### config.mk
export PLATFORM = sky130hd
export DESIGN_NAME = wiper_ctr
export DESIGN_NICKNAME = d
export VERILOG_FILES = /design/src/rtl/wpr_pkg.sv /design/src/rtl/wpr_src_arb.sv /design/src/rtl/wpr_tap_decode.sv /design/src/rtl/wiper_ctr.sv
export SDC_FILE = /design/constraint.sdc
export NUM_CORES = 1
export LEC_CHECK = 0
export BUFFER_PORTS_ARGS = -buffer_cell sky130_fd_sc_hd__clkbuf_2
export CELL_PAD_IN_SITES_DETAIL_PLACEMENT = 1
export CELL_PAD_IN_SITES_GLOBAL_PLACEMENT = 1
export CORE_MARGIN = 5
export CORE_UTILIZATION = 35
export DETAILED_ROUTE_END_ITERATION = 8
export PLACE_DENSITY = 0.72
export SLEW_MARGIN = 40
export SYNTH_ARGS = -nofsm -noshare
export SYNTH_HDL_FRONTEND = slang
export SYNTH_SLANG_ARGS = --single-unit
### constraint.sdc
create_clock -name clk -period 2.7 [get_ports clk]
set_clock_uncertainty 0.15 [all_clocks]
set_input_delay 0.405 -clock clk [delete_from_list [all_inputs] [get_ports clk]]
set_output_delay 0.405 -clock clk [all_outputs]
set_load 0.01 [all_outputs]
### src/rtl/wpr_pkg.sv
package wpr_pkg;

  // Load source picked for the next position, lowest to highest priority
  typedef enum logic [2:0] {
    SRC_HOLD   = 3'd0,
    SRC_STEP   = 3'd1,
    SRC_WRITE  = 3'd2,
    SRC_XFER   = 3'd3,
    SRC_RECALL = 3'd4
  } wpr_src_e;

endpackage

### src/rtl/wpr_src_arb.sv
module wpr_src_arb
  import wpr_pkg::*;
#(
  parameter int POS_W  = 6,
  parameter int NUM_DR = 4,
  parameter int SEL_W  = (NUM_DR > 1) ? $clog2(NUM_DR) : 1
) (
  input  logic                    recall_i,
  input  logic                    xfer_i,
  input  logic [SEL_W-1:0]        xfer_sel_i,
  input  logic [NUM_DR*POS_W-1:0] dr_bank_i,
  input  logic                    wr_i,
  input  logic [POS_W-1:0]        wr_data_i,
  input  logic                    step_i,
  input  logic                    step_up_i,
  input  logic [POS_W-1:0]        cur_pos_i,
  output logic [POS_W-1:0]        nxt_pos_o,
  output wpr_src_e                src_o
);

  localparam logic [POS_W-1:0] POS_MAX = {POS_W{1'b1}};
  localparam logic [POS_W-1:0] POS_MIN = '0;

  logic [POS_W-1:0] dr_arr [NUM_DR];

  for (genvar k = 0; k < NUM_DR; k++) begin : g_unpack
    assign dr_arr[k] = dr_bank_i[k*POS_W +: POS_W];
  end

  logic [POS_W-1:0] dr_sel;
  always_comb begin
    dr_sel = dr_arr[0];
    for (int k = 0; k < NUM_DR; k++) begin
      if (SEL_W'(k) == xfer_sel_i) dr_sel = dr_arr[k];
    end
  end

  logic [POS_W-1:0] stepped;
  always_comb begin
    if (step_up_i) stepped = (cur_pos_i == POS_MAX) ? POS_MAX : cur_pos_i + 1'b1;
    else           stepped = (cur_pos_i == POS_MIN) ? POS_MIN : cur_pos_i - 1'b1;
  end

  always_comb begin
    if (recall_i)    src_o = SRC_RECALL;
    else if (xfer_i) src_o = SRC_XFER;
    else if (wr_i)   src_o = SRC_WRITE;
    else if (step_i) src_o = SRC_STEP;
    else             src_o = SRC_HOLD;
  end

  always_comb begin
    unique case (src_o)
      SRC_RECALL: nxt_pos_o = dr_arr[0];
      SRC_XFER:   nxt_pos_o = dr_sel;
      SRC_WRITE:  nxt_pos_o = wr_data_i;
      SRC_STEP:   nxt_pos_o = stepped;
      default:    nxt_pos_o = cur_pos_i;
    endcase
  end

endmodule

### src/rtl/wpr_tap_decode.sv
module wpr_tap_decode #(
  parameter int POS_W = 6,
  parameter int TAPS  = 1 << POS_W
) (
  input  logic             clk,
  input  logic             rst_n,
  input  logic             load_i,
  input  logic [POS_W-1:0] pos_i,
  output logic [TAPS-1:0]  tap_en_o
);

  logic [TAPS-1:0] dec;

  for (genvar t = 0; t < TAPS; t++) begin : g_tap
    assign dec[t] = (pos_i == POS_W'(t));
  end

  always_ff @(posedge clk or negedge rst_n) begin
    if (!rst_n)      tap_en_o <= TAPS'(1);
    else if (load_i) tap_en_o <= dec;
  end

  assert_tap_onehot_R2: assert property (@(posedge clk) disable iff (!rst_n)
    $onehot(tap_en_o));

endmodule

### src/rtl/wiper_ctr.sv
module wiper_ctr
  import wpr_pkg::*;
#(
  parameter int POS_W  = 6,
  parameter int NUM_DR = 4,
  parameter int TAPS   = 1 << POS_W,
  parameter int SEL_W  = (NUM_DR > 1) ? $clog2(NUM_DR) : 1,
  parameter int BYTE_W = 8
) (
  input  logic                    clk,
  input  logic                    rst_n,
  input  logic                    recall_i,
  input  logic                    xfer_i,
  input  logic [SEL_W-1:0]        xfer_sel_i,
  input  logic [NUM_DR*POS_W-1:0] dr_bank_i,
  input  logic                    wr_i,
  input  logic [POS_W-1:0]        wr_data_i,
  input  logic                    step_i,
  input  logic                    step_up_i,
  output logic [POS_W-1:0]        pos_o,
  output logic [BYTE_W-1:0]       rd_byte_o,
  output logic [TAPS-1:0]         tap_en_o
);

  localparam logic [POS_W-1:0] POS_MAX = {POS_W{1'b1}};

  logic [POS_W-1:0] pos_q;
  logic [POS_W-1:0] nxt_pos;
  wpr_src_e         src;
  logic             load;

  wpr_src_arb #(.POS_W(POS_W), .NUM_DR(NUM_DR), .SEL_W(SEL_W)) u_arb (
    .recall_i  (recall_i),
    .xfer_i    (xfer_i),
    .xfer_sel_i(xfer_sel_i),
    .dr_bank_i (dr_bank_i),
    .wr_i      (wr_i),
    .wr_data_i (wr_data_i),
    .step_i    (step_i),
    .step_up_i (step_up_i),
    .cur_pos_i (pos_q),
    .nxt_pos_o (nxt_pos),
    .src_o     (src)
  );

  assign load = (src != SRC_HOLD);

  always_ff @(posedge clk or negedge rst_n) begin
    if (!rst_n)    pos_q <= '0;
    else if (load) pos_q <= nxt_pos;
  end

  wpr_tap_decode #(.POS_W(POS_W), .TAPS(TAPS)) u_dec (
    .clk     (clk),
    .rst_n   (rst_n),
    .load_i  (load),
    .pos_i   (nxt_pos),
    .tap_en_o(tap_en_o)
  );

  assign pos_o     = pos_q;
  assign rd_byte_o = {{(BYTE_W-POS_W){1'b0}}, pos_q};

  // the decoded enable matches the held position
  assert_tap_matches_pos_R2: assert property (@(posedge clk) disable iff (!rst_n)
    tap_en_o[pos_q] == 1'b1);

  assert_recall_loads_dr0_R5: assert property (@(posedge clk) disable iff (!rst_n)
    recall_i |=> pos_q == $past(dr_bank_i[POS_W-1:0]));

  assert_write_loads_R3: assert property (@(posedge clk) disable iff (!rst_n)
    (wr_i && !recall_i && !xfer_i) |=> pos_q == $past(wr_data_i));

  assert_sat_top_R7: assert property (@(posedge clk) disable iff (!rst_n)
    (step_i && step_up_i && !recall_i && !xfer_i && !wr_i && pos_q == POS_MAX)
      |=> pos_q == POS_MAX);

  assert_sat_bottom_R7: assert property (@(posedge clk) disable iff (!rst_n)
    (step_i && !step_up_i && !recall_i && !xfer_i && !wr_i && pos_q == '0)
      |=> pos_q == '0);

  assert_idle_hold_R10: assert property (@(posedge clk) disable iff (!rst_n)
    (!step_i && !recall_i && !xfer_i && !wr_i) |=> ($stable(pos_q) && $stable(tap_en_o)));

endmodule

==> run summary <==
Pre-antenna DRT Iters -> 4
Reg power frac -> 40.5%
Worst Tran Pin Value -> 592 ps
Switching Share -> 28.2%
crit path cell chain -> inv_1, ha_1, nor2b_1, a211oi_1, nor4b_2, buf_4, buf_4, nand2_1, nor2_2, buf_12, a32o_1
most used cell, CP -> buf_4
Die ar. -> 12300 um^2
status -> completed
Rows -> 36
drt drc -> 0
Met2 Wirelength -> 6.13 mm
clock share of power -> 38.4%
Worst-path clk slew -> 80 ps
core outline area -> 9820 um^2
post-route ant nets -> 0
number of H-tree levels -> 3
Die Y -> 111 um
Iter 0 DRT Violations -> 191
hold crit path type -> reg2reg
area growth from synthesis to layout -> 35.8%
arrival time worst endpoint -> 2720 ps
FMAX -> 0.386 GHz
dpl cells -> 566
final setup fails -> 0
met3 wire length -> 508 um
global-route wire length before repair -> 18.6 mm
Port Buffers -> 114
CTS tree -> built
Seq/Total Area, Yosys -> 49.3%
CP max stage cell -> dfrtp_1
wire length on met1 -> 4.71 mm
main flop type after synthesis -> dfrtp_1
hold violation total from the final report -> 0
Placed Area -> 4510 um^2
mapped cell area -> 3550 um^2
vias -> 3173
Root Driver -> clkbuf_8
Cell Int Power -> 1.97 mW
CP Launch Type -> flip-flop
most common cell after layout, fill and taps aside -> clkbuf_2
worst-case reg-to-reg path depth -> 11
sw power -> 0.774 mW
critical path required time -> 2830 ps
largest net degree at the start of global routing -> 71
final period utilization -> 96.0%
leakage power -> 2.33 nW
max layer used -> met4
vias in the first global route -> 3482
Hold Path Stages -> 2
total gr overflow -> 0
total track usage -> 18.7%
ANT cells -> 0
Period minus WS final -> 2590 ps
syn avg cell area -> 11.5 um^2
fraction of power consumed by combinational cells -> 21.1%
# nets final -> 492
flop2flop setup slack -> 110 ps
I/O pin cnt -> 117
CTS max path bufs -> 2
YS warnings -> 0
Post-synth EDFFs -> 0
CP Capture Type -> flip-flop
fraction of registers with async set/reset -> 100%
worst skew pair latency -> 340 ps
Mapped Cells -> 309
cell area after layout -> 4830 um^2
initial antenna violation count -> 0
Sink Count -> 70
CP max FO -> 8
Placer Congestion -> 0.867
CP peak stage delay -> 440 ps
DP HPWL -> 8.45 mm
number of CTS-inserted buffers -> 9
Vias/cell -> 5.40
most frequent cells in the layout -> 113 x clkbuf_2, 69 x dfrtp_1, 47 x buf_4, 38 x a32o_1, 24 x nand2_1
PD cells -> 568 nW/um^2
Yosys cell types -> 65
Die X -> 111 um
crit path kind -> reg2reg
wire per inst -> 19.7 um
Yosys reg bits -> 70
Slew headroom -> 60.5%
Finished Layout Cells -> 588
WL final -> 11.6 mm
Final Slew Violations -> 0
Initial Util -> 36.2%
worst vdd ir -> 0.000270 V
fillers -> 1130
layout cells sized above 1 -> 47.3%
MaxCap Viol Count -> 0
[logic make-up after synthesis]
logic type / Yosys count / synth area share [%]
other: 1 / 0.105
and+or+nand+nor: 80 / 12.7
muxes: 7 / 3.77
AOI/OAI and AO/OA: 102 / 25.9
xor gates and xnor gates: 2 / 0.493
adders and majority gates: 3 / 1.06
DFF: 70 / 49.3
buffers and inverters: 44 / 6.69
[stage by stage]
step	TNS, ps	hold WS (ps)	total power, mW	setup WS (ps)	utilization [%]
global placement	-2750	304	1.68	-105	45.9
finish	0	340	2.74	108	49.2
detailed placement	-5000	305	1.69	-163	45.9
CTS	0	346	2.75	57.0	48.6
floorplan	0	-40.6	1.44	110	-
global route	-156	368	2.87	-45.3	49.2
[metal layers]
layer / track usage [%] / vias up
met4: 6.81 / 0
met3: 4.48 / 16
met5: 0 / -
met2: 33.1 / 61
li1: - / 1464
met1: 22.1 / 1632
[repair_timing]
action | in CTS | in global routing
endpoints found under the setup margin | 15 | 33
hold buffers | 1 | 0
endpoints found under the hold margin | 69 | 0
buffers inserted | 0 | 5
pin swaps | 0 | 3
resized for setup | 3 | 5
[layout make-up]
| cell class | instances | area, um^2 | area share (%) |
|---|---|---|---|
| Clock inverter | 5 | 106 | 2.20 |
| Inverter | 6 | 22.5 | 0.467 |
| Timing Repair Buffer | 167 | 1030 | 21.4 |
| Multi-Input combinational cell | 196 | 1600 | 33.2 |
| Sequential cell | 70 | 1750 | 36.3 |
| Tap cell | 133 | 166 | 3.45 |
| Clock buffer | 11 | 141 | 2.93 |
[path summary, 6_finish.rpt]
kind | startpoint | end
setup / recovery | pos_o[0] | u_dec.tap_en_o[12]
hold / removal | u_dec.tap_en_o[55] | u_dec.tap_en_o[55]
setup reg to reg | pos_o[0] | u_dec.tap_en_o[12]
hold reg to reg | u_dec.tap_en_o[55] | u_dec.tap_en_o[55]
max in group asynchronous | rst_n | u_dec.tap_en_o[0]
min in group asynchronous | rst_n | u_dec.tap_en_o[3]
[cell usage after synthesis (all sizes together) (3+ instances only)]
cell type | instances | area, um^2
a211oi | 4 | 47.5
a21oi | 5 | 32.5
a22o | 21 | 184
a31o | 3 | 26.3
a32o | 38 | 380
buf | 27 | 174
clkbuf | 11 | 41.3
dfrtp | 69 | 1730
ha | 3 | 37.5
inv | 6 | 22.5
mux4 | 5 | 113
nand2 | 24 | 90.1
nand3 | 10 | 55.1
nor2 | 14 | 62.6
nor2b | 4 | 25.0
nor3 | 7 | 40.0
nor3b | 4 | 41.3
o211ai | 3 | 22.5
o21ai | 8 | 40.0
o31ai | 4 | 35.0
[critical path, delay by kind of cell (launching register included)]
family	cells	cell delay [ps]
simple gates	4	830
buf+inv	4	600
flops	1	440
compound gates	2	280
fa+ha+maj	1	210
[state kept, by name, summed over array words and instances, names as in the netlist]
name,cells
u_dec.tap_en_o,64
pos_o,6
[power groups by stage]
stage | registers (mW) | logic, mW | clock network (mW)
final | 1.11 | 0.579 | 1.05
after global routing | 1.12 | 0.630 | 1.13
after detailed placement | 1.13 | 0.561 | 0
after CTS | 1.11 | 0.569 | 1.07
after global placement | 1.13 | 0.548 | 0
after floorplan | 1.14 | 0.297 | 0
No activity file was read; power rests on OpenSTA's default activity.
